`src/rtl/gpic_pkg.sv`:
```
package gpic_pkg;
  typedef enum logic [2:0] {
    A_MASK  = 3'd0,
    A_PEND  = 3'd1,
    A_SENSE = 3'd2,
    A_ORDER = 3'd3,
    A_PROMO = 3'd4,
    A_VECT  = 3'd5
  } reg_addr_e;
endpackage

```
`src/rtl/gpic_capture.sv`:
```
module gpic_capture #(
  parameter int NSRC = 32,
  parameter int NEXT = 4
) (
  input  logic              clk,
  input  logic              rst,
  input  logic [NEXT-1:0]   ext_in,
  input  logic [NSRC-NEXT-1:0] int_in,
  input  logic [NEXT-1:0]   edge_mode,
  input  logic [NEXT-1:0]   clr,
  output logic [NSRC-1:0]   pend
);
  logic [NEXT-1:0]      prev_q;
  logic [NEXT-1:0]      pend_ext_q;
  logic [NSRC-NEXT-1:0] pend_int_q;
  logic                 live_q;

  always_ff @(posedge clk) begin
    if (rst) begin
      prev_q     <= '0;
      pend_ext_q <= '0;
      pend_int_q <= '0;
      live_q     <= 1'b0;
    end else begin
      prev_q     <= ext_in;
      pend_int_q <= int_in;
      live_q     <= 1'b1;
      for (int e = 0; e < NEXT; e++) begin
        if (edge_mode[e]) begin
          if (ext_in[e] && !prev_q[e]) pend_ext_q[e] <= 1'b1;
          else if (clr[e])             pend_ext_q[e] <= 1'b0;
        end else begin
          pend_ext_q[e] <= ext_in[e];
        end
      end
    end
  end

  assign pend = {pend_int_q, pend_ext_q};


  int_follow_chk: assert property (@(posedge clk) disable iff (rst)
    live_q |-> (pend[NSRC-1:NEXT] == $past(int_in)));

  for (genvar e = 0; e < NEXT; e++) begin : g_hold

    edge_hold_chk: assert property (@(posedge clk) disable iff (rst)
      (edge_mode[e] && pend[e] && !clr[e]) |=> (pend[e] || !edge_mode[e]));
  end
endmodule

```
`src/rtl/gpic_arbiter.sv`:
```
module gpic_arbiter #(
  parameter int NSRC = 32,
  parameter int NGRP = 6
) (
  input  logic                           clk,
  input  logic                           rst,
  input  logic [NSRC-1:0]                active,
  input  logic [NGRP*$clog2(NGRP)-1:0]   order,
  input  logic                           prom_vld,
  input  logic [$clog2(NSRC)-1:0]        prom_idx,
  output logic                           win_vld,
  output logic [$clog2(NSRC)-1:0]        win_idx
);
  localparam int GSIZE  = (NSRC + NGRP - 1) / NGRP;
  localparam int ORD_W  = $clog2(NGRP);
  localparam int SIDX_W = $clog2(NSRC);

  logic              g_any [NGRP];
  logic [SIDX_W-1:0] g_low [NGRP];

  for (genvar g = 0; g < NGRP; g++) begin : g_grp
    always_comb begin
      g_any[g] = 1'b0;
      g_low[g] = '0;
      for (int j = GSIZE - 1; j >= 0; j--) begin
        if (g * GSIZE + j < NSRC) begin
          if (active[(g * GSIZE + j) % NSRC]) begin
            g_any[g] = 1'b1;
            g_low[g] = SIDX_W'((g * GSIZE + j) % NSRC);
          end
        end
      end
    end
  end

  always_comb begin
    logic [ORD_W-1:0] grp;
    win_vld = 1'b0;
    win_idx = '0;
    for (int k = NGRP - 1; k >= 0; k--) begin
      grp = order[k*ORD_W +: ORD_W];
      if (int'(grp) < NGRP) begin
        if (g_any[int'(grp) % NGRP]) begin
          win_vld = 1'b1;
          win_idx = g_low[int'(grp) % NGRP];
        end
      end
    end
    if (prom_vld && active[prom_idx]) begin
      win_vld = 1'b1;
      win_idx = prom_idx;
    end
  end


  prom_wins_chk: assert property (@(posedge clk) disable iff (rst)
    (prom_vld && active[prom_idx]) |-> (win_vld && win_idx == prom_idx));


  win_active_chk: assert property (@(posedge clk) disable iff (rst)
    win_vld |-> active[win_idx]);


  none_idle_chk: assert property (@(posedge clk) disable iff (rst)
    (active == '0) |-> !win_vld);
endmodule

```
`src/rtl/gpic_top.sv`:
```
module gpic_top #(
  parameter int NSRC = 32,
  parameter int NEXT = 4,
  parameter int NGRP = 6,
  parameter int DW   = 32
) (
  input  logic                 clk,
  input  logic                 rst,
  input  logic [NEXT-1:0]      ext_in,
  input  logic [NSRC-NEXT-1:0] int_in,
  input  logic                 wr_en,
  input  logic                 rd_en,
  input  logic [2:0]           addr,
  input  logic [DW-1:0]        wdata,
  output logic [DW-1:0]        rdata,
  output logic                 irq
);
  import gpic_pkg::*;

  localparam int ORD_W  = $clog2(NGRP);
  localparam int SIDX_W = $clog2(NSRC);
  localparam int VEC_W  = SIDX_W + 1;
  localparam logic [VEC_W-1:0] NONE = {VEC_W{1'b1}};

  function automatic logic [NGRP*ORD_W-1:0] ident_order();
    logic [NGRP*ORD_W-1:0] r;
    r = '0;
    for (int k = 0; k < NGRP; k++) r[k*ORD_W +: ORD_W] = ORD_W'(k);
    return r;
  endfunction

  logic [NSRC-1:0]       mask_q;
  logic [NEXT-1:0]       sense_q;
  logic [NGRP*ORD_W-1:0] order_q;
  logic [SIDX_W:0]       prom_q;
  logic [DW-1:0]         rdata_q;
  logic [NSRC-1:0]       pend;
  logic [NEXT-1:0]       clr_ext;
  logic                  win_vld;
  logic [SIDX_W-1:0]     win_idx;
  logic                  vect_rd;

  assign vect_rd = rd_en && (addr == A_VECT);

  always_comb begin
    clr_ext = '0;
    if (wr_en && addr == A_PEND) clr_ext = wdata[NEXT-1:0];
    if (vect_rd && win_vld)
      for (int e = 0; e < NEXT; e++)
        if (win_idx == SIDX_W'(e)) clr_ext[e] = 1'b1;
  end

  gpic_capture #(.NSRC(NSRC), .NEXT(NEXT)) u_cap (
    .clk(clk), .rst(rst), .ext_in(ext_in), .int_in(int_in),
    .edge_mode(sense_q), .clr(clr_ext), .pend(pend)
  );

  gpic_arbiter #(.NSRC(NSRC), .NGRP(NGRP)) u_arb (
    .clk(clk), .rst(rst), .active(pend & mask_q), .order(order_q),
    .prom_vld(prom_q[SIDX_W]), .prom_idx(prom_q[SIDX_W-1:0]),
    .win_vld(win_vld), .win_idx(win_idx)
  );

  always_ff @(posedge clk) begin
    if (rst) begin
      mask_q  <= '0;
      sense_q <= '0;
      order_q <= ident_order();
      prom_q  <= '0;
    end else if (wr_en) begin
      case (addr)
        A_MASK:  mask_q  <= wdata[NSRC-1:0];
        A_SENSE: sense_q <= wdata[NEXT-1:0];
        A_ORDER: order_q <= wdata[NGRP*ORD_W-1:0];
        A_PROMO: prom_q  <= wdata[SIDX_W:0];
        default: ;
      endcase
    end
  end

  always_ff @(posedge clk) begin
    if (rst) begin
      rdata_q <= '0;
    end else if (rd_en) begin
      case (addr)
        A_MASK:  rdata_q <= DW'(mask_q);
        A_PEND:  rdata_q <= DW'(pend);
        A_SENSE: rdata_q <= DW'(sense_q);
        A_ORDER: rdata_q <= DW'(order_q);
        A_PROMO: rdata_q <= DW'(prom_q);
        A_VECT:  rdata_q <= win_vld ? DW'(win_idx) : DW'(NONE);
        default: rdata_q <= '0;
      endcase
    end
  end

  assign rdata = rdata_q;
  assign irq   = |(pend & mask_q);


  irq_low_chk: assert property (@(posedge clk) disable iff (rst)
    !irq |-> !win_vld);


  vect_none_chk: assert property (@(posedge clk) disable iff (rst)
    (vect_rd && !irq) |=> (rdata == DW'(NONE)));
endmodule

```
`config.mk`:
```
export PLATFORM = sky130hd
export DESIGN_NAME = gpic_top
export DESIGN_NICKNAME = d
export VERILOG_FILES = /design/src/rtl/gpic_pkg.sv /design/src/rtl/gpic_capture.sv /design/src/rtl/gpic_arbiter.sv /design/src/rtl/gpic_top.sv
export SDC_FILE = /design/constraint.sdc
export NUM_CORES = 1
export LEC_CHECK = 0
export ABC_AREA = 1
export BUFFER_PORTS_ARGS = -buffer_cell sky130_fd_sc_hd__buf_4
export CORE_MARGIN = 4
export CORE_UTILIZATION = 40
export DETAILED_ROUTE_END_ITERATION = 16
export SLEW_MARGIN = 20
export SYNTH_ARGS = -nofsm -noshare
export SYNTH_HDL_FRONTEND = slang
export SYNTH_SLANG_ARGS = --single-unit
```
`constraint.sdc`:
```
create_clock -name clk -period 2.05 [get_ports clk]
set_input_delay 0.1025 -clock clk [delete_from_list [all_inputs] [get_ports clk]]
set_output_delay 0.1025 -clock clk [all_outputs]
set_load 0.05 [all_outputs]
```
# Word-level counts from Yosys, hierarchy flattened
# Cells that the tools add are included.
op_classes:
  div_mod_pow: 6
  magnitude_cmp: 13
  n_eq_ne: 12
  muxes: 148
  bitwise_logic: 7
  reduce_logical: 19
op_table:
  columns: ["cell", "n"]
  rows:
  - ["$mux 5", 45]
  - ["$ge 32x4->1 const B", 6]
  - ["$mod 4x4->32 const B", 6]
  - ["$not 32->32", 6]
  - ["$pmux 32 s6", 1]
  - ["$bmux 5 s3", 6]
  - ["$mux 1", 74]
  - ["$and 32x32->32", 1]
  - ["$mux 4", 8]
  - ["$reduce_or 32->1", 1]
  - ["$bmux 1 s3", 6]
  - ["$lt 3x3->1 const B", 6]
  - ["$mux 3", 6]
  - ["$ne 3x1->1 const B", 4]
  - ["$eq 5x2->1 const B", 2]
  - ["$logic_and 1x1->1", 8]
  - ["$reduce_and 2->1", 4]
  - ["$eq 3x2->1 const B", 2]
  - ["$eq 3x3->1 const B", 2]
  - ["$lt 5x6->1 const B", 1]
  - ["$mux 6", 1]
  - ["$bmux 1 s5", 1]
  - ["$eq 5x1->1 const B", 1]
  - ["$logic_not 5->1", 1]
  - ["3 further kinds", 6]
totals:
  reg_bits: 128
  out_inout_bits: 33

# Logic depth before layout (Yosys ltp)
# Gate-level depths: netlist (run 1).
depth:
  word_depth: 29
  mapped_depth: 23

# By module
# From an unflattened synthesis (run 1), not the netlist that was laid out.
unflattened:
  cells_unflattened: 1317
  hier_area_um2: 8066.5
modules_own_cells:
  columns: ["module", "n_inst", "cells_per_inst", "area_each_um2", "seq_area_each_um2"]
  rows:
  - ["gpic_top", 1, 641, 4327.9, 1841.8]
  - ["gpic_arbiter", 1, 541, 2618.8, 0.0]
  - ["gpic_capture", 1, 135, 1119.8, 720.7]

# Least setup slack after synthesis (run 1)
# OpenSTA, ideal clock, no wires.
synth_timing:
  path_type: "register to register"
  from: "register u_cap.pend_int_q[18]"
  to: "register u_cap.pend_ext_q[0]"
  setup_ps: 112
  arrival_time_ps: 1762
  required_time_ps: 1938
  slack_ps: 176
  path_stages_with_launch: 20
  n_path_buf: 0
  period_less_slack_ps: 1874
  cell_sequence: "dfxtp_1 nand2_1 nand2_2 nor2_4 nand2_4 o21ai_2 nor2_2 o21a_4 nand2_1 nand2_1 inv_1 nand2_1 nand2_1 nand2_1 nand2_1 inv_2 nor2_2 nand2_1 nand2_1 nand2_1"
synth_between:
  elab_chain_len: 26
  elab_cells_between_ends: 81
  cone_classes: "1 x eq/ne; 76 x mux; 1 x bitwise; 3 x reduce/logical"
synth_lines:
  columns: ["item", "line_no", "rtl"]
  rows:
  - ["start, declared", "gpic_capture.sv:15", "logic [NSRC-NEXT-1:0] pend_int_q;"]
  - ["start signal, assigned", "gpic_capture.sv:26", "pend_int_q <= int_in;"]
  - ["$and 32x32->32 (*)", "gpic_top.sv:59", ".clk(clk), .rst(rst), .active(pend & mask_q), .order(order_q),"]
  - ["$mux 5 or $mux 1 (tied branches) (5 in a row)", "gpic_arbiter.sv:27", "if (active[(g * GSIZE + j) % NSRC]) begin"]
  - ["$bmux 5 s3 or $bmux 1 s3 (tied branches)", "gpic_arbiter.sv:45, gpic_arbiter.sv:43", null]
  - ["$mux 5 (implied by the code) or $mux 1 (tied branches) (2 in a row)", "gpic_arbiter.sv:45, gpic_arbiter.sv:43", null]
  - ["$mux 5", "gpic_arbiter.sv:43", "if (g_any[int'(grp) % NGRP]) begin"]
  - ["$mux 5", "gpic_arbiter.sv:42", "if (int'(grp) < NGRP) begin"]
  - ["$mux 5", "gpic_arbiter.sv:43", null]
  - ["$mux 5", "gpic_arbiter.sv:42", null]
  - ["[... 5 more ...]", null, null]
  - ["$mux 5", "gpic_arbiter.sv:42", null]
  - ["$mux 5", "gpic_arbiter.sv:43", null]
  - ["$mux 5", "gpic_arbiter.sv:42", null]
  - ["$mux 5", "gpic_arbiter.sv:49", "if (prom_vld && active[prom_idx]) begin"]
  - ["$logic_not 5->1", "gpic_top.sv:50", "if (win_idx == SIDX_W'(e)) clr_ext[e] = 1'b1;"]
  - ["$mux 1", "gpic_top.sv:50", null]
  - ["$mux 4 (*)", "gpic_top.sv:48", "if (vect_rd && win_vld)"]
  - ["$ne 3x1->1 (no line) (*)", null, null]
  - ["end signal, assigned by index", "gpic_capture.sv:33", "pend_ext_q[e] <= ext_in[e];"]
  - ["end, declared", "gpic_capture.sv:14", "logic [NEXT-1:0] pend_ext_q;"]
# Every way passes the cells marked *; elsewhere a longest branch is shown, timed or not. The select of a mux whose other input is x is not followed.
# A chain may end at the register's enable or synchronous reset.

# Worst setup path after layout (run 1)
layout_timing:
  from: "register mask_q[23]"
  to: "register rdata_q[0], in the netlist rdata[0]"
layout_between:
  elab_chain_len: 25
  elab_cells_between_ends: 80
  cone_classes: "78 x mux; 1 x bitwise; 1 x reduce/logical"
layout_lines:
  columns: ["item", "line_no", "rtl"]
  rows:
  - ["start, declared", "gpic_top.sv:32", "logic [NSRC-1:0] mask_q;"]
  - ["start signal, assigned", "gpic_top.sv:72", "A_MASK: mask_q <= wdata[NSRC-1:0];"]
  - ["$and 32x32->32 (*)", "gpic_top.sv:59", null]
  - ["$mux 5 or $mux 1 (tied branches) (6 in a row)", "gpic_arbiter.sv:27", null]
  - ["$bmux 5 s3 or $bmux 1 s3 (tied branches)", "gpic_arbiter.sv:45, gpic_arbiter.sv:43", null]
  - ["$mux 5 (implied by the code) or $mux 1 (tied branches) (2 in a row)", "gpic_arbiter.sv:45, gpic_arbiter.sv:43", null]
  - ["$mux 5 or $mux 1 (tied branches)", "gpic_arbiter.sv:43", null]
  - ["$mux 5 or $mux 1 (tied branches)", "gpic_arbiter.sv:42", null]
  - ["$mux 5 or $mux 1 (tied branches)", "gpic_arbiter.sv:43", null]
  - ["$mux 5 or $mux 1 (tied branches)", "gpic_arbiter.sv:42", null]
  - ["[... 3 more ...]", null, null]
  - ["$mux 5 or $mux 1 (tied branches)", "gpic_arbiter.sv:42", null]
  - ["$mux 5 or $mux 1 (tied branches)", "gpic_arbiter.sv:43", null]
  - ["$mux 5 or $mux 1 (tied branches)", "gpic_arbiter.sv:42", null]
  - ["$mux 5 or $mux 1 (tied branches)", "gpic_arbiter.sv:43", null]
  - ["$mux 5 or $mux 1 (tied branches)", "gpic_arbiter.sv:42", null]
  - ["$mux 5 or $mux 1 (tied branches)", "gpic_arbiter.sv:49", null]
  - ["$mux 6 (*)", "gpic_top.sv:91", "A_VECT: rdata_q <= win_vld ? DW'(win_idx) : DW'(NONE);"]
  - ["$pmux 32 s6 (*)", "gpic_top.sv:85", "case (addr)"]
  - ["end signal, assigned", "gpic_top.sv:86", "A_MASK: rdata_q <= DW'(mask_q);"]
  - ["end signal, assigned", "gpic_top.sv:87", "A_PEND: rdata_q <= DW'(pend);"]
  - ["end signal, assigned", "gpic_top.sv:91", null]
  - ["end, declared", "gpic_top.sv:36", "logic [DW-1:0] rdata_q;"]
# Marked as above.

==> impl_metrics.py, run 1 <==
metrics = {
    "logic_synthesis": {
        "yosysWarnings": 0,
        "synth_top_family_by_area": "simple AND/OR/NAND/NOR gates",
        "synth-seq-area-share_pct": 32.8,
        "netlist_top_cells_area": "dfxtp_1 33%, nand2_1 17%, a21oi_1 7.8%, inv_1 6.8%, o21ai_0 6.3%",
        "synthCells": 1242,
        "synthMuxAreaShare_pct": 0,
        "syn_avg_cell_area_um2": 6.28,
        "synth-seq-cells": 128,
        "synthDistinctLibCells": 45,
        "yosysTopAreaCell": "dfxtp_1",
        "netlist_area_um2": 7800,
        "syn_nets": 1313,
        "synth_top_cell_area_share_pct": 32.8,
        "synth_compound_area_share_pct": 22.6,
        "synth_xor_area_share_pct": 0,
        "synth-simple-area-share_pct": 33.7,
        "synthAdderAreaFrac_pct": 0,
    },
    "final_layout": {
        "fillers": 1697,
        "seq_area_um2": 2600,
        "layout_commonest_cell": "buf_4",
        "final_cell_mix": "326 x buf_4, 284 x nand2_1, 133 x inv_1",
        "area_growth_syn_to_layout_pct": 58.6,
        "layoutNonFillerInstCount": 1886,
        "multi_input_area_um2": 4930,
        "antenna_cells": 0,
        "drive_gt1_share_pct": 37.6,
        "nets": 1684,
        "final_cell_area_um2": 12400,
        "finish.utilization_pct": 65.3,
    },
    "global_routing": {
        "grt_pass1_vias": 9311,
        "grt_first_pass_wirelength_mm": 50.9,
        "gr-total-overflow": 0,
        "grt_use_total_pct": 29.6,
        "antenna_found_initial": 0,
        "grt_use_met3_pct": 4.63,
        "grtUsageMet2_pct": 48.3,
        "grt.busiest_layer": "met2",
        "grt_max_degree": 42,
        "met1_usage_pct": 40.6,
    },
    "sta": {
        "fin_crit_ns": 2.32,
        "tightest_slew_ns": 0.786,
        "hold_viol": 0,
        "slew_headroom_pct": 47.5,
        "fin_skew_ns": 0.0125,
        "finalMaxSlewViolations": 0,
        "rsz0062_at_grt": "true",
        "worst_slack_ns": -0.269,
        "max_freq_ghz": 0.431,
        "setup_viol": 10,
        "finalCritPeriodShare_pct": 113,
    },
    "pwr": {
        "finalPower_mw": 7.63,
        "p_per_area_nw_per_um2": 617,
        "ir_drop_uv": 583,
        "power_leakage_nw": 5.89,
    },
    "outcome": {
        "violations": "negative setup slack",
        "status": "complete, but fails checks",
    },
    "clock_tree": {
        "cts_root_buffer": "clkbuf_16",
        "numClockSinks": 128,
        "clkLatencyLatePin_ns": 0.42,
        "cts_made_buffers": 17,
        "tritoncts": "yes",
        "clock_path_buffers": 2,
        "htree_num_levels": 4,
        "clkTransAtPathRegs_ns": 0.07,
    },
    "detailed_routing": {
        "drt_pre_antenna_iters": 8,
        "vias_per_cell": 5.14,
        "ant_nets": 0,
        "drc": 0,
        "routed_wirelength_mm": 33.3,
        "vias": 9693,
        "wire_per_inst_um": 17.7,
        "dr.first_iter.drc_count": 775,
    },
    "floorplanning": {
        "fp.coreArea_um2": 19000,
        "io_pins": 104,
        "start_util_pct": 41.2,
        "die_height_um": 148,
        "rows": 50,
        "die_w_um": 148,
        "dieArea_um2": 21800,
    },
    "flow_run": {
        "maxCapViolations": 0,
    },
    "placed_design": {
        "place_inst": 1775,
        "gp_congestion": 1.01,
        "placed_cell_area_um2": 10400,
        "io_buffers": 103,
        "post-place-ws_ns": -0.384,
        "hpwl_mm": 25.1,
    },
    "critical_path": {
        "crit_path_end_kind": "flip-flop",
        "arrival_ns": 2.67,
        "critPathKind": "reg2reg",
        "worstPathRequired_ns": 2.40,
        "crit_fanout": 7,
        "start_kind": "flip-flop",
    },
    "hold_path": {
        "hp-class": "in2reg",
    },
}
stage by stage:
stage / hold WS [ns] / setup TNS [ns]
global placement: 0.302 / -2.97
CTS: 0.000248 / -2.24
floorplan: 0.209 / 0
finish: 0.0134 / -2.11
detailed placement: 0.311 / -3.03
global route: 0.0329 / -3.57
worst max-delay path, cell delays in order, from the launching register on:
cell     delay (ns)
dfxtp_2        0.34
nand2_4        0.07
nand2_4        0.06
nor2_4         0.19
nand2_4        0.12
buf_12         0.15
o21ai_4        0.14
nor2_4         0.06
o21a_4         0.26
nor2_1         0.12
nand2_1        0.08
nand2_1        0.06
nand2_1        0.07
nand2_2        0.10
nand3_1        0.13
nand2_1        0.11
nand2_1        0.06
a21oi_2        0.12
routing by layer:
layer	wire length [um]	vias to the layer above
li1	-	4784
met2	15400	382
met3	2420	55
met1	14700	4472
met4	737	0
met5	0	-
final timing paths:
path,startpoint,to,slack [ns],cells past startpoint
worst max register to register,mask_q[23],rdata[0],-0.27,17
worst max-delay path,mask_q[23],rdata[0],-0.27,17
worst min register to register,rdata[29],rdata[29],0.47,2
worst min-delay path,wdata[22],mask_q[22],0.01,3
kinds of logic (layout without fill, tap and decap cells):
group / after synthesis / in the layout
AOI/OAI and AO/OA: 303 / 303
buffers and inverters: 217 / 601
DFF: 128 / 128
and+or+nand+nor: 594 / 594
report_power, final:
part	switching [mW]	total [mW]	internal (mW)
Sequential	0.0691	2.65	2.58
Clock	1.31	3.31	2.00
Combinational	0.958	1.67	0.715
Total	2.34	7.63	5.30
cell type report:
type / instances / share of cell area (%)
multi-input combinational: 897 / 39.8
inverter: 171 / 5.41
clock buffer: 18 / 3.55
clock inverter: 14 / 1.55
sequential: 128 / 21.0
tap: 260 / 2.63
timing repair buffer: 398 / 26.0
synth_stat cells (all sizes together):
cell type,n
clkinv,2
o21bai,2
a211o,1
a31oi,7
nand2,378
buf,10
a21oi,124
dfxtp,128
o211ai,28
o21a,1
nor2,123
o221ai,9
o311ai,1
nand3,77
a221oi,2
clkbuf,36
o2111ai,3
a21boi,2
o21ai,108
inv,169
nand4,6
a41oi,1
o22ai,11
nor3,10
a22oi,3
flip-flops by register name, indices dropped and copies added, names as in the netlist:
signal	count
mask_q	32
rdata	32
u_cap.pend_int_q	28
order_q	18
prom_q	6
sense_q	4
u_cap.pend_ext_q	4
u_cap.prev_q	4
timing repair:
action	4_1_cts	5_1_grt
cloned	0	0
gates resized for setup	90	117
hold buffers	59	0
buffers inserted	12	9
hold endpoints to repair	66	0
endpoints found under the setup margin	11	11
pin swaps	27	73
No activity file was read; power rests on OpenSTA's default activity.
==> run 2: changes to the inputs <==
- PLACE_DENSITY_LB_ADDON: default -> 0.12
- SETUP_SLACK_MARGIN: default -> 0.15
==> run 2 against run 1 <==
- the flow still finishes with violations (negative setup slack)
- utilization is 1.5 points lower
- via count is 0.20% lower
- routed wire length is 2.8% lower
- cell count is 0.53% lower
- worst setup slack worse by 0.020 ns
- sequential share of layout area is 0.57 points higher
- non-clock buffer count is 10 lower
- register-to-register slack worse by 0.02 ns
- design area is 2.4% lower
- largest power group unchanged
- highest routed layer unchanged
==> impl_metrics.py, run 2 (synthesis results as in run 1) <==
metrics = {
    "pwr": {
        "finalPower_mw": 7.32,
        "switchingPower_mw": 2.30,
        "ir_drop_uv": 561,
        "p_int_mw": 5.02,
        "p_sw_share_pct": 31.4,
        "p_per_area_nw_per_um2": 606,
        "power_leakage_nw": 5.72,
        "combPwrFrac_pct": 22.2,
        "seq_power_share_pct": 36.2,
        "clkPwrFrac_pct": 41.5,
    },
    "critical_path": {
        "arrival_ns": 2.64,
        "crit_path_end_kind": "flip-flop",
        "crit_fanout": 4,
        "timing.rr.start": "u_cap.pend_int_q[14]",
        "start_kind": "flip-flop",
        "worstSetupStartpoint": "u_cap.pend_int_q[14]",
        "worstPathRequired_ns": 2.35,
        "critPathKind": "reg2reg",
    },
    "placed_design": {
        "hpwl_mm": 24.4,
        "gp_congestion": 1.01,
        "io_buffers": 103,
        "place_inst": 1762,
    },
    "detailed_routing": {
        "vias_per_cell": 5.16,
        "drt-met1-wl_mm": 14.1,
        "drc": 0,
        "dr.first_iter.drc_count": 862,
        "vias": 9674,
        "drt_pre_antenna_iters": 7,
        "top_layer_used": "met4",
        "routed_wirelength_mm": 32.4,
        "wl_met2_mm": 15.2,
        "wl_met3_mm": 2.43,
        "wire_per_inst_um": 17.3,
        "ant_nets": 0,
    },
    "floorplanning": {
        "fp.coreArea_um2": 19000,
        "dieArea_um2": 21800,
        "start_util_pct": 41.2,
        "die_w_um": 148,
        "io_pins": 104,
        "die_height_um": 148,
        "rows": 50,
    },
    "global_routing": {
        "gr-total-overflow": 0,
        "grt_use_total_pct": 29.4,
        "grt_max_degree": 85,
        "antenna_found_initial": 0,
        "grt_first_pass_wirelength_mm": 50.6,
        "grt_pass1_vias": 9375,
    },
    "outcome": {
        "violations": "negative setup slack",
        "status": "complete, but fails checks",
    },
    "final_layout": {
        "drive_gt1_share_pct": 36.5,
        "area_growth_syn_to_layout_pct": 54.8,
        "nets": 1674,
        "final_cell_mix": "316 x buf_4, 285 x nand2_1, 135 x inv_1",
        "layout_commonest_cell": "buf_4",
        "layoutNonFillerInstCount": 1876,
        "antenna_cells": 0,
    },
    "clock_tree": {
        "cts_made_buffers": 17,
        "clkLatencyLatePin_ns": 0.42,
        "htree_num_levels": 4,
        "tritoncts": "yes",
        "cts_root_buffer": "clkbuf_16",
        "clkTransAtPathRegs_ns": 0.06,
        "numClockSinks": 128,
        "clock_path_buffers": 2,
    },
    "hold_path": {
        "hp-class": "in2reg",
        "min_from": "wdata[6]",
    },
    "sta": {
        "fin_skew_ns": 0.0142,
        "rsz0062_at_grt": "true",
        "fin_crit_ns": 2.34,
        "tightest_slew_ns": 0.670,
        "finalCritPeriodShare_pct": 114,
        "tns_ns": -2.01,
        "slew_headroom_pct": 55.3,
        "worst_slack_ns": -0.289,
        "hold_viol": 0,
        "finalMaxSlewViolations": 0,
        "max_freq_ghz": 0.428,
        "setup_viol": 10,
    },
    "flow_run": {
        "maxCapViolations": 0,
    },
}
[run 2: cell count changes in the layout (fill, tap and decap cells not counted), sizes merged]
cell	delta
buf	-12
bufinv	-2
clkinv	+2
dlygate4sd3	+2
clkinvlp	+1
inv	-1
[run 2: through the flow]
| step | hold slack [ns] | util [%] | area [um2] | setup WS (ns) |
|---|---|---|---|---|
| after global placement | 0.307 | 54.3 | 10300 | -0.356 |
| after global routing | 0.00770 | 63.7 | 12100 | -0.426 |
| after CTS | 0.00250 | 62.8 | 11900 | -0.239 |
| final | 0.0163 | 63.7 | 12100 | -0.289 |
| after detailed placement | 0.308 | 54.3 | 10300 | -0.336 |
| after floorplan | 0.209 | - | 7800 | 0.176 |
[run 2: power groups by stage]
stage | logic [mW] | clock network (mW) | registers, mW
6_report | 1.63 | 3.04 | 2.65
5_1_grt | 1.75 | 3.16 | 2.66
4_1_cts | 1.56 | 3.07 | 2.65
3_5_place_dp | 1.37 | 0 | 2.69
3_3_place_gp | 1.37 | 0 | 2.69
2_1_floorplan | 0.715 | 0 | 2.73
[run 2: layout make-up]
cell class | instances | area (um2)
multi-input combinational | 897 | 4760
timing repair buffer | 388 | 3150
tap | 260 | 325
clock inverter | 14 | 143
clock buffer | 18 | 439
fill | 1767 | 6870
sequential | 128 | 2610
inverter | 171 | 656
[run 2: path summary, 6_finish.rpt]
path                          to  slack, ns  depth (start not counted)
max reg2reg  u_cap.pend_ext_q[2]      -0.29                         18
min reg2reg            rdata[15]       0.46                          2
max          u_cap.pend_ext_q[2]      -0.29                         18
min                   order_q[6]       0.02                          3
[run 2: repair_timing]
action | CTS | global route
hold buffers | 61 | 0
cloned | 0 | 0
resized for setup | 106 | 56
setup endpoints to repair | 11 | 11
hold endpoints to repair | 69 | 0
pin swaps | 45 | 36
buffers inserted | 17 | 4
[run 2: metal layers]
metal  vias up  global-route usage [%]
met3        57                    5.18
met2       383                    48.5
li1       4760                       -
met5         -                       0
met1      4474                    39.5
met4         0                    8.29
[run 2: critical path, stage by stage (launching register included)]
cell	delay, ns
dfxtp_2	0.33
buf_4	0.13
buf_4	0.12
a31oi_1	0.15
o21ai_1	0.10
nand3_1	0.07
nand3_1	0.10
nand2_1	0.10
nand2_1	0.09
nand3_4	0.14
clkinvlp_4	0.16
a21oi_2	0.15
nand2_2	0.10
nand2_2	0.08
nand2_2	0.07
nor2_2	0.13
nand2_1	0.07
nand2_1	0.07
nand2_2	0.06
==> run 3: changes to the inputs <==
- SETUP_SLACK_MARGIN: 0.15 -> default
==> run 3 against run 2 <==
- the flow still finishes with violations (negative setup slack)
- die area unchanged
- worst setup slack worse by 0.0023 ns
- sequential power about the same
- sequential cell count unchanged
- sequential share of layout area about the same
- clock skew about the same
- register-to-register slack about the same
- first-iteration DRC count down 16%
- critical path type unchanged
- critical endpoint unchanged
- largest power group unchanged
==> impl_metrics.py, run 3 (synthesis results as in run 1) <==
metrics = {
    "outcome": {
        "status": "complete, but fails checks",
        "violations": "negative setup slack",
    },
    "floorplanning": {
        "rows": 50,
        "io_pins": 104,
        "fp.coreArea_um2": 19000,
        "start_util_pct": 41.2,
        "die_w_um": 148,
        "dieArea_um2": 21800,
        "die_height_um": 148,
    },
    "placed_design": {
        "hpwl_mm": 24.4,
        "post-place-ws_ns": -0.336,
        "place_inst": 1762,
        "gp_congestion": 1.01,
        "io_buffers": 103,
    },
    "final_layout": {
        "layoutNonFillerInstCount": 1875,
        "seq_area_um2": 2610,
        "antenna_cells": 0,
        "finish.utilization_pct": 63.6,
        "multi_input_area_um2": 4740,
        "fillers": 1772,
        "final_cell_mix": "314 x buf_4, 288 x nand2_1, 136 x inv_1",
        "layout_commonest_cell": "buf_4",
        "drive_gt1_share_pct": 36.2,
        "nets": 1673,
        "area_growth_syn_to_layout_pct": 54.4,
    },
    "flow_run": {
        "maxCapViolations": 0,
    },
    "sta": {
        "setup_viol": 11,
        "slew_headroom_pct": 55.6,
        "tightest_slew_ns": 0.666,
        "max_freq_ghz": 0.427,
        "fin_crit_ns": 2.34,
        "finalMaxSlewViolations": 0,
        "worst_slack_ns": -0.292,
        "rsz0062_at_grt": "true",
        "fin_skew_ns": 0.0139,
        "finalCritPeriodShare_pct": 114,
        "hold_viol": 0,
        "holdWs_ns": 0.0197,
    },
    "pwr": {
        "p_int_mw": 5.02,
        "clkPwrFrac_pct": 41.5,
        "finalPower_mw": 7.31,
        "power_leakage_nw": 5.71,
        "ir_drop_uv": 560,
        "seq_power_share_pct": 36.2,
        "p_per_area_nw_per_um2": 607,
        "p_sw_share_pct": 31.4,
        "switchingPower_mw": 2.30,
        "combPwrFrac_pct": 22.3,
    },
    "clock_tree": {
        "cts_root_buffer": "clkbuf_16",
        "clkLatencyLatePin_ns": 0.42,
        "clock_path_buffers": 2,
        "clkTransAtPathRegs_ns": 0.06,
        "htree_num_levels": 4,
        "tritoncts": "yes",
        "cts_made_buffers": 17,
        "numClockSinks": 128,
    },
    "critical_path": {
        "reg2reg_depth": 17,
        "start_kind": "flip-flop",
        "crit_top_cell": "nand2_2",
        "worstPathRequired_ns": 2.35,
        "arrival_ns": 2.65,
        "crit_fanout": 7,
        "timing.rr.start": "mask_q[21]",
        "reg2reg_to": "u_cap.pend_ext_q[2]",
        "crit_path_end_kind": "flip-flop",
        "cp_slowest_stage_delay_ns": 0.32,
        "critPathKind": "reg2reg",
        "path_cells": "nand2_2 -> nand2_2 -> nor2_4 -> nand2_4 -> buf_6 -> buf_4 -> a211o_1 -> a21oi_2 -> nand2_1 -> nand2_1 -> nand2_2 -> nand2_2 -> nand2_2 -> a21oi_2 -> nand2_1 -> nand2_1 -> nand2_2",
        "r2r_setup_slack_ns": -0.29,
        "cp_slowest_cell": "dfxtp_2",
    },
    "detailed_routing": {
        "ant_nets": 0,
        "drt_pre_antenna_iters": 5,
        "routed_wirelength_mm": 32.4,
        "wire_per_inst_um": 17.3,
        "drc": 0,
        "vias": 9636,
        "dr.first_iter.drc_count": 725,
        "vias_per_cell": 5.14,
    },
    "global_routing": {
        "grt_first_pass_wirelength_mm": 50.6,
        "grt_max_degree": 85,
        "grt_use_total_pct": 29.4,
        "antenna_found_initial": 0,
        "grt_pass1_vias": 9375,
        "gr-total-overflow": 0,
    },
    "hold_path": {
        "holdPathStages": 3,
        "hold_end": "order_q[6]",
        "min_from": "wdata[6]",
        "hp-class": "in2reg",
    },
}
[run 3: changes by cell type in the layout (fill, tap and decap cells not counted), sizes merged]
cell and delta:
buf -1
[run 3: timing repair]
item / 4_1_cts / 5_1_grt
hold buffers: 61 / 0
pin swaps: 44 / 38
resized for setup: 104 / 48
setup buffers: 17 / 3
endpoints found under the hold margin: 69 / 0
setup endpoints to repair: 11 / 11
[run 3: how the worst max path moves through the flow]
stage                               from             endpoint  slack (ns)  cells past startpoint
finish                        mask_q[21]  u_cap.pend_ext_q[2]       -0.29                     17
global route         u_cap.pend_int_q[2]  u_cap.pend_ext_q[3]       -0.46                     19
CTS                 u_cap.pend_int_q[16]  u_cap.pend_ext_q[2]       -0.24                     21
detailed placement            mask_q[10]  u_cap.pend_ext_q[2]       -0.34                     18
global placement    u_cap.pend_int_q[23]  u_cap.pend_ext_q[1]       -0.36                     18
floorplan           u_cap.pend_int_q[18]  u_cap.pend_ext_q[0]        0.18                     19
[run 3: critical path, delay by kind of cell (launching register included)]
kind | cells | cell delay (ns)
AO/OA/AOI/OAI | 3 | 0.50
buffers and inverters | 2 | 0.26
flip-flops | 1 | 0.32
AND/OR/NAND/NOR | 12 | 1.12
[run 3: layout make-up]
cell class                 count  area share (%)
inverter                     171            5.40
tap                          260            2.70
timing repair buffer         387            26.1
sequential                   128            21.6
multi-input combinational    897            39.3
clock buffer                  18            3.64
clock inverter                14            1.18
[run 3: metal layers]
metal / track usage [%] / vias to the layer above / routed length (um)
li1: - / 4760 / -
met1: 39.5 / 4436 / 14100
met2: 48.5 / 387 / 15200
met3: 5.18 / 53 / 2480
met4: 8.29 / 0 / 726
met5: 0 / - / 0
[run 3: stage by stage]
stage                     TNS [ns]  area (um2)
after floorplan                  0        7800
after global placement       -2.84       10300
after detailed placement     -2.61       10300
after CTS                    -1.59       11900
after global routing         -3.83       12000
final                        -2.23       12000
[run 3: power groups by stage]
stage	registers (mW)	logic (mW)	clock network [mW]
floorplan	2.73	0.715	0
global placement	2.69	1.37	0
detailed placement	2.69	1.37	0
CTS	2.65	1.56	3.07
global route	2.66	1.75	3.16
finish	2.65	1.63	3.03
